### src/rtl/mbx_tx_pkg.sv
package mbx_tx_pkg;
    localparam int MBX_N = 16;
    localparam int MBX_W = $clog2(MBX_N);
    localparam logic [MBX_N-1:0] TX_MASK = {{(MBX_N-1){1'b1}}, 1'b0};

    typedef enum logic [1:0] {
        A_PEND  = 2'd0,
        A_CANC  = 2'd1,
        A_TXACK = 2'd2,
        A_ABACK = 2'd3
    } reg_addr_e;

    typedef struct packed {
        logic [MBX_N-1:0] pend;
        logic [MBX_N-1:0] canc;
        logic [MBX_N-1:0] txack;
        logic [MBX_N-1:0] aback;
        logic             busy;
        logic [MBX_W-1:0] cur;
        logic             start;
    } tx_state_t;
endpackage

### src/rtl/mbx_pick_num.sv
module mbx_pick_num
    import mbx_tx_pkg::*;
(
    input  logic [MBX_N-1:0] elig,
    output logic [MBX_W-1:0] sel
);
    always_comb begin
        sel = '0;
        for (int i = 1; i < MBX_N; i++) begin
            if (elig[i]) sel = i[MBX_W-1:0];
        end
    end
endmodule

### src/rtl/mbx_pick_id.sv
module mbx_pick_id
    import mbx_tx_pkg::*;
#(
    parameter int ID_W = 11
) (
    input  logic [MBX_N-1:0]      elig,
    input  logic [MBX_N*ID_W-1:0] ids,
    output logic [MBX_W-1:0]      sel
);
    logic [ID_W-1:0] best_id;
    logic            found;

    always_comb begin
        sel     = '0;
        best_id = '1;
        found   = 1'b0;
        for (int i = 1; i < MBX_N; i++) begin
            if (elig[i] && (!found || ids[i*ID_W +: ID_W] <= best_id)) begin
                found   = 1'b1;
                sel     = i[MBX_W-1:0];
                best_id = ids[i*ID_W +: ID_W];
            end
        end
    end
endmodule

### src/rtl/mbx_tx_ctrl.sv
module mbx_tx_ctrl
    import mbx_tx_pkg::*;
#(
    parameter int ID_W = 11
) (
    input  logic                  clk,
    input  logic                  rst_n,
    input  logic                  reg_wr,
    input  logic [1:0]            reg_addr,
    input  logic [15:0]           reg_wdata,
    output logic [15:0]           reg_rdata,
    input  logic                  prio_by_id,
    input  logic [16*ID_W-1:0]    mbx_ids,
    output logic                  tx_start,
    output logic [3:0]            tx_mbx,
    input  logic                  eng_ok,
    input  logic                  eng_fail
);
    tx_state_t        st_d, st_q;
    logic [MBX_N-1:0] elig;
    logic [MBX_W-1:0] sel_num, sel_id, sel;
    logic [MBX_N-1:0] wbits;
    logic [MBX_N-1:0] hw_tx, hw_ab;

    assign elig = st_q.pend & ~st_q.canc & TX_MASK;

    mbx_pick_num u_pick_num (
        .elig (elig),
        .sel  (sel_num)
    );

    mbx_pick_id #(.ID_W(ID_W)) u_pick_id (
        .elig (elig),
        .ids  (mbx_ids),
        .sel  (sel_id)
    );

    assign sel   = prio_by_id ? sel_id : sel_num;
    assign wbits = reg_wdata & TX_MASK;

    always_comb begin
        st_d       = st_q;
        st_d.start = 1'b0;
        hw_tx      = '0;
        hw_ab      = '0;

        // end of the frame in flight
        if (st_q.busy && (eng_ok || eng_fail)) begin
            st_d.busy = 1'b0;
            if (eng_ok) begin
                st_d.pend[st_q.cur] = 1'b0;
                st_d.canc[st_q.cur] = 1'b0;
                hw_tx[st_q.cur]     = 1'b1;
            end else if (st_q.canc[st_q.cur]) begin
                st_d.pend[st_q.cur] = 1'b0;
                st_d.canc[st_q.cur] = 1'b0;
                hw_ab[st_q.cur]     = 1'b1;
            end
        end

        // queued cancels take effect
        for (int i = 1; i < MBX_N; i++) begin
            if (st_q.canc[i] && !(st_q.busy && st_q.cur == i[MBX_W-1:0])) begin
                st_d.pend[i] = 1'b0;
                st_d.canc[i] = 1'b0;
                hw_ab[i]     = 1'b1;
            end
        end

        // CPU writes
        st_d.txack = st_q.txack;
        st_d.aback = st_q.aback;
        if (reg_wr) begin
            unique case (reg_addr_e'(reg_addr))
                A_PEND:  st_d.pend  = st_d.pend | wbits;
                A_CANC:  st_d.canc  = st_d.canc | (wbits & st_d.pend);
                A_TXACK: st_d.txack = st_q.txack & ~wbits;
                A_ABACK: st_d.aback = st_q.aback & ~wbits;
                default: ;
            endcase
        end
        st_d.txack = (st_d.txack | hw_tx) & TX_MASK;
        st_d.aback = (st_d.aback | hw_ab) & TX_MASK;

        // launch the next frame
        if (!st_q.busy && (|elig)) begin
            st_d.busy  = 1'b1;
            st_d.cur   = sel;
            st_d.start = 1'b1;
        end
    end

    always_ff @(posedge clk or negedge rst_n) begin
        if (!rst_n) st_q <= '0;
        else        st_q <= st_d;
    end

    always_comb begin
        unique case (reg_addr_e'(reg_addr))
            A_PEND:  reg_rdata = st_q.pend;
            A_CANC:  reg_rdata = st_q.canc;
            A_TXACK: reg_rdata = st_q.txack;
            A_ABACK: reg_rdata = st_q.aback;
            default: reg_rdata = '0;
        endcase
    end

    assign tx_start = st_q.start;
    assign tx_mbx   = st_q.cur;
endmodule

### config.mk
export PLATFORM = sky130hd
export DESIGN_NAME = mbx_tx_ctrl
export DESIGN_NICKNAME = d
export VERILOG_FILES = /design/src/rtl/mbx_tx_pkg.sv /design/src/rtl/mbx_pick_num.sv /design/src/rtl/mbx_pick_id.sv /design/src/rtl/mbx_tx_ctrl.sv
export SDC_FILE = /design/constraint.sdc
export NUM_CORES = 1
export LEC_CHECK = 0
export ABC_CLOCK_PERIOD_IN_PS = 70700
export BUFFER_PORTS_ARGS = -buffer_cell sky130_fd_sc_hd__buf_2
export CAP_MARGIN = 20
export CORE_MARGIN = 5
export CORE_UTILIZATION = 63
export CTS_BUF_LIST = sky130_fd_sc_hd__clkbuf_8
export CTS_CLUSTER_SIZE = 20
export DETAILED_ROUTE_END_ITERATION = 10
export PLACE_DENSITY = 0.9
export SYNTH_ARGS = -nofsm -noshare
export SYNTH_HDL_FRONTEND = slang
export SYNTH_SLANG_ARGS = --single-unit
### constraint.sdc
create_clock -name clk -period 70.7 [get_ports clk]
set_input_delay 14.14 -clock clk [delete_from_list [all_inputs] [get_ports clk]]
set_output_delay 14.14 -clock clk [all_outputs]
set_load 0.03 [all_outputs]
### Word level (Yosys, flattened, before mapping)

Index checks and enable logic that the tools add are counted.
Widths: inputs -> output; s select.

* bits in registers: 68
* output and inout port bits: 21

* order comparisons: 16
* equality and inequality tests: 18
* mux-type cells: 123
* bitwise operators: 13
* reductions and logical operators: 95

Operator list (count)
* $le 11x11->1: 14
* $mux 11: 14
* $mux 16: 9
* $and 16x16->16: 6
* $mux 32: 3
* $mux 4: 17
* $mux 64: 1
* $or 16x16->16: 4
* $pmux 16 s4: 1
* $mux 1: 63
* $not 16->16: 3
* $logic_and 1x1->1: 47
* $eq 4x4->1 const B: 8
* $logic_not 1->1: 30
* $mux 3: 8
* $eq 4x3->1 const B: 4
* $logic_or 1x1->1: 15
* $reduce_or 15->1: 1
* $eq 4x2->1 const B: 2
* $mux 2: 4
* $mux 6: 1
* $lt 4x5->1 const B: 1
* $bmux 1 s4: 1
* $demux 1 s4: 1
* 6 further kinds: 7

### Logic depth before layout (Yosys ltp)

* depth in word-level cells: 61
* mapped depth: 197
* gate-level depth less buffers: 180

### By module

A second synthesis with hierarchy kept.

* cells, all modules: 1341
* area total of the unflattened synthesis: 10790.3 um^2

By module, submodules not included
* mbx_pick_id: instances 1, cells each 934, area an instance 6721.4 um^2
* mbx_tx_ctrl: instances 1, cells each 382, area an instance 3927.5 um^2
* mbx_pick_num: instances 1, cells each 25, area an instance 141.4 um^2

### Worst setup path before layout

OpenSTA, ideal clock, no wires.

* path type: input to register
* from: input mbx_ids[14]
* to: register st_q, in the netlist tx_mbx[2]
* library setup time: 0.095 ns
* arrival: 44.232 ns
* required time: 70.605 ns
* path slack: 26.373 ns
* stages on the path: 188
* path buffers: 18
* cells stage by stage: nor2_1 ha_1 and3_1 o21ai_0 a211oi_2 nor2_2 o31ai_1 clkbuf_1 clkbuf_1 a21oi_1 inv_1 ha_1 nand4_1 o21bai_1 a32o_1 a31oi_1 a31oi_4 a21oi_1 (+152 left out) nor2b_1 o21a_1 o21ai_0 nand2b_1 a21oi_1 nor2b_1 o21ai_0 nand2b_1 a21oi_1 nor2b_1 o21ai_0 nand2b_1 a21oi_1 a211oi_1 o21a_1 nand2_1 nor4b_1 o31ai_1

* longest elaborated chain between the ends: 58
* elaborated cells between the ends (all ways): 95
* those cells by class: order compare: 14; mux: 40; reduce/logical: 41

RTL lines
* start: declaration: RTL line mbx_tx_ctrl.sv:13 `input logic [16*ID_W-1:0] mbx_ids,`
* $mux 11 *: RTL line mbx_pick_id.sv:18 `if (elig[i] && (!found || ids[i*ID_W +: ID_W] <= best_id)) begin`
* $le 11x11->1: RTL line mbx_pick_id.sv:18
* $logic_or 1x1->1: RTL line mbx_pick_id.sv:18
* $logic_and 1x1->1: RTL line mbx_pick_id.sv:18
* $mux 11 or $mux 1 (tied branches): RTL line mbx_pick_id.sv:18
* $le 11x11->1 or $logic_not 1->1 (tied branches): RTL line mbx_pick_id.sv:18
* $logic_or 1x1->1: RTL line mbx_pick_id.sv:18
* $logic_and 1x1->1: RTL line mbx_pick_id.sv:18
* (+42 left out)
* $logic_or 1x1->1: RTL line mbx_pick_id.sv:18
* $logic_and 1x1->1: RTL line mbx_pick_id.sv:18
* $mux 11 or $mux 1 (tied branches): RTL line mbx_pick_id.sv:18
* $le 11x11->1 or $logic_not 1->1 (tied branches): RTL line mbx_pick_id.sv:18
* $logic_or 1x1->1: RTL line mbx_pick_id.sv:18
* $logic_and 1x1->1: RTL line mbx_pick_id.sv:18
* $mux 4 *: RTL line mbx_pick_id.sv:18
* $mux 4 *: RTL line mbx_tx_ctrl.sv:38 `assign sel = prio_by_id ? sel_id : sel_num;`
* end signal: assignment: RTL line mbx_tx_ctrl.sv:95 `else st_q <= st_d;`
* end: declaration: RTL line mbx_tx_ctrl.sv:19 `tx_state_t st_d, st_q;`

Mark *: on every way between the ends. The rest lies on a longest branch, timed or not.
A chain may end at the register's enable or synchronous reset.

### Worst setup path after layout

* from: input mbx_ids[15]
* to: register st_q, in the netlist tx_mbx[3]

The elaborated chain is that of the path after synthesis.

==> summary.txt <==
Critical path
  • Register-to-register setup slack: 35.60 ns
  • WP data required: 70.97 ns
  • CP Data Arrival Time: 48.09 ns
  • Worst setup SP type: primary input
  • Cells on worst reg2reg path: 174
  • Most used cell, CP: o21ai_0
  • Worst Setup SP: mbx_ids[15]
  • CP max FO: 23
  • Crit-path slowest cell: or4_1
  • Worst R2R Start: st_q[39]$_DFF_PN0_
  • Max incr delay on CP: 0.78 ns
  • Setup crit end: tx_mbx[3]$_DFFE_PN0P_
  • Crit path capture type: flop
  • Critical R2R Capture: tx_mbx[3]$_DFFE_PN0P_
  • Critical path class: in -> reg

Timing
  • Max Fclk: 20.9 MHz
  • Setup TNS: 0 ns
  • Rel. slew slack: 30.6%
  • Fin Clk Skew: 0.00445 ns
  • Least-Margin Pin Slew: 1.04 ns
  • Period utilization: 67.6%
  • Endpoints failing hold: 0
  • Post-route minimum period: 47.82 ns
  • Post-route setup slack: 22.88 ns
  • Final Setup Violations: 0
  • RSZ-0062 raised after global routing: no
  • Max Slew Vio Count: 0

Cells and area
  • Nets: 1900
  • Area grow syn2layout: 12.3%
  • Final std cells w/o fill: 1791
  • Commonest cells after routing, fill and taps aside: 208 x buf_2, 180 x nand2_1, 142 x ha_1, 92 x a21oi_1, 91 x nor2_1
  • Share of cells above drive strength 1: 20.9%
  • Commonest non-fill, non-tap cell in the layout: buf_2

Route
  • DRC: 0
  • ANT nets after route: 0
  • Routed len/inst: 19.2 um
  • Number of vias per cell: 6.72
  • Iteration-0 DRC Markers: 1200
  • DR pass1 iterations: 6
  • Routed vias: 12034
  • Final wirelength: 34300 um

Synthesis
  • Cell variety after synth: 85
  • Yosys warns: 0
  • Syn avg cell area: 7.83 um^2
  • Number of enable flip-flop cells after synthesis: 0
  • Fraction of registers with async set/reset: 100%
  • Synth area leader: ha_1
  • Synthesized instance count: 1390
  • Sequential area share after synthesis: 15.6%
  • Ys flop type: dfrtp_1
  • Yosys top cell area share: 16.3%
  • Post-Syn Area: 0.0109 mm^2
  • Syn_nets: 1732
  • Synth area leaders: ha_1 16%, dfrtp_1 16%, nand2_1 6.2%, a21oi_1 4.2%, mux4_2 3.9%
  • Flops & latches, synth: 68

Placement
  • Detailed placer's ending HPWL: 27200 um
  • Dpl cells: 1770
  • Port Buf Inserts: 208
  • Worst slack, placed: 23.24 ns
  • RD Place Congestion: 0.941

CTS
  • Post-CTS setup buffer count: 0
  • Max Root-Sink Buffers: 2
  • H-tree depth: 3
  • CTS tree: yes
  • Cts hold-fix bufs: 0
  • Num CTS Buffers: 9
  • Worst skew pair latency: 0.37 ns
  • CTS clk-pin slew, worst paths: 0.07 ns
  • Clock sinks: 68
  • Post-CTS sizing: 0
  • CTS Root Cell: clkbuf_8

Floorplanning
  • Initial Util: 63.6%
  • Std-Cell Rows: 48
  • Die height: 141 um
  • Num ports: 221
  • Die Area: 0.0200 mm^2
  • Die Span X: 141 um
  • Core area: 0.0171 mm^2

Status
  • Run status: completed

GRT
  • Antenna violations before repair: 3
  • All-layer global routing usage: 32.8%
  • Vias in the first global route: 11396
  • First-pass GRT wire length: 54300 um
  • Pin count of the biggest net entering global routing: 69
  • Gr ovfl total: 0

Worst hold path
  • Min-Delay Path Class: reg -> reg
  • Worst hold stages: 1

Job
  • Max-Cap Viols: 0
==> cells in the mapped netlist (all sizes together) (4+ instances only) <==
library cell and number:
nand2 180, ha 142, a21oi 103, nor2 92, o21ai 74, inv 73
dfrtp 68, nor2b 57, clkbuf 54, nand2b 45, a21o 36, nand3 35
o21a 33, and3 31, mux2 26, nand4 25, nor3 21, mux4 20
o211ai 20, a22o 19, and2 19, a41o 18, a311oi 15, a32o 14
a311o 13, buf 13, o311ai 13, a31oi 10, nand3b 10, o31ai 10
a211oi 9, a221oi 9, a21boi 7, nor3b 6, nor4 6, or2 6
or3 5, o21bai 4, xnor2 4
==> layout make-up <==
cell class | count | area [um^2]
repair buffers | 224 | 1160
well taps | 225 | 282
multi-input cells | 1182 | 8630
clock buffers | 10 | 138
fillers | 1356 | 4900
clock inverters | 6 | 25.0
diodes | 3 | 7.51
inverters | 73 | 274
flip-flops and latches | 68 | 1700
==> sequential cells by signal, summed over array words and instances (netlist names) <==
name      flops
st_q         63
tx_mbx        4
tx_start      1
==> metal layers <==
metal	GRT usage (%)	vias to the layer above	routed length, um
met5	0	-	0
met4	11.8	0	1240
met3	4.04	115	3110
met2	54.6	719	16000
met1	44.0	5615	13900
li1	-	5585	-
==> metrics by stage <==
step	hold WS, ns	utilization, %	cell area (um^2)
after global routing	0.513	71.4	12200
final	0.510	71.4	12200
after floorplan	0.458	-	10900
after detailed placement	0.487	70.3	12000
after CTS	0.503	71.3	12200
after global placement	0.480	70.3	12000
==> critical path: cells and delay by family <==
kind	cells	cell delay [ns]
adders and majority gates	15	4.43
AOI/OAI and AO/OA	84	16.67
muxes	3	0.90
buffers and inverters	13	2.14
and+or+nand+nor	59	9.69
==> worst min-delay path by stage <==
stage                                  start            endpoint  slack (ns)
final                     st_q[30]$_DFF_PN0_  st_q[30]$_DFF_PN0_        0.51
after global routing      st_q[28]$_DFF_PN0_  st_q[28]$_DFF_PN0_        0.51
after CTS                 st_q[29]$_DFF_PN0_  st_q[29]$_DFF_PN0_        0.50
after detailed placement  st_q[28]$_DFF_PN0_  st_q[28]$_DFF_PN0_        0.49
after global placement    st_q[37]$_DFF_PN0_  st_q[37]$_DFF_PN0_        0.48
after floorplan           st_q[23]$_DFF_PN0_  st_q[23]$_DFF_PN0_        0.46
==> logic make-up (layout without fill, tap and decap cells) <==
group | after synthesis | in the layout | synth area share, %
AOI/OAI and AO/OA | 438 | 438 | 29.9
xor gates and xnor gates | 5 | 5 | 0.402
adders and majority gates | 143 | 143 | 16.4
buffers and inverters | 140 | 313 | 5.14
DFF | 68 | 68 | 15.6
muxes | 49 | 49 | 7.31
other | 0 | 3 | 0
and+or+nand+nor | 547 | 547 | 25.1
Power is left out: the tool's default activity adds up to more than one toggle a clock period on the data nets, which glitch-free logic cannot reach.
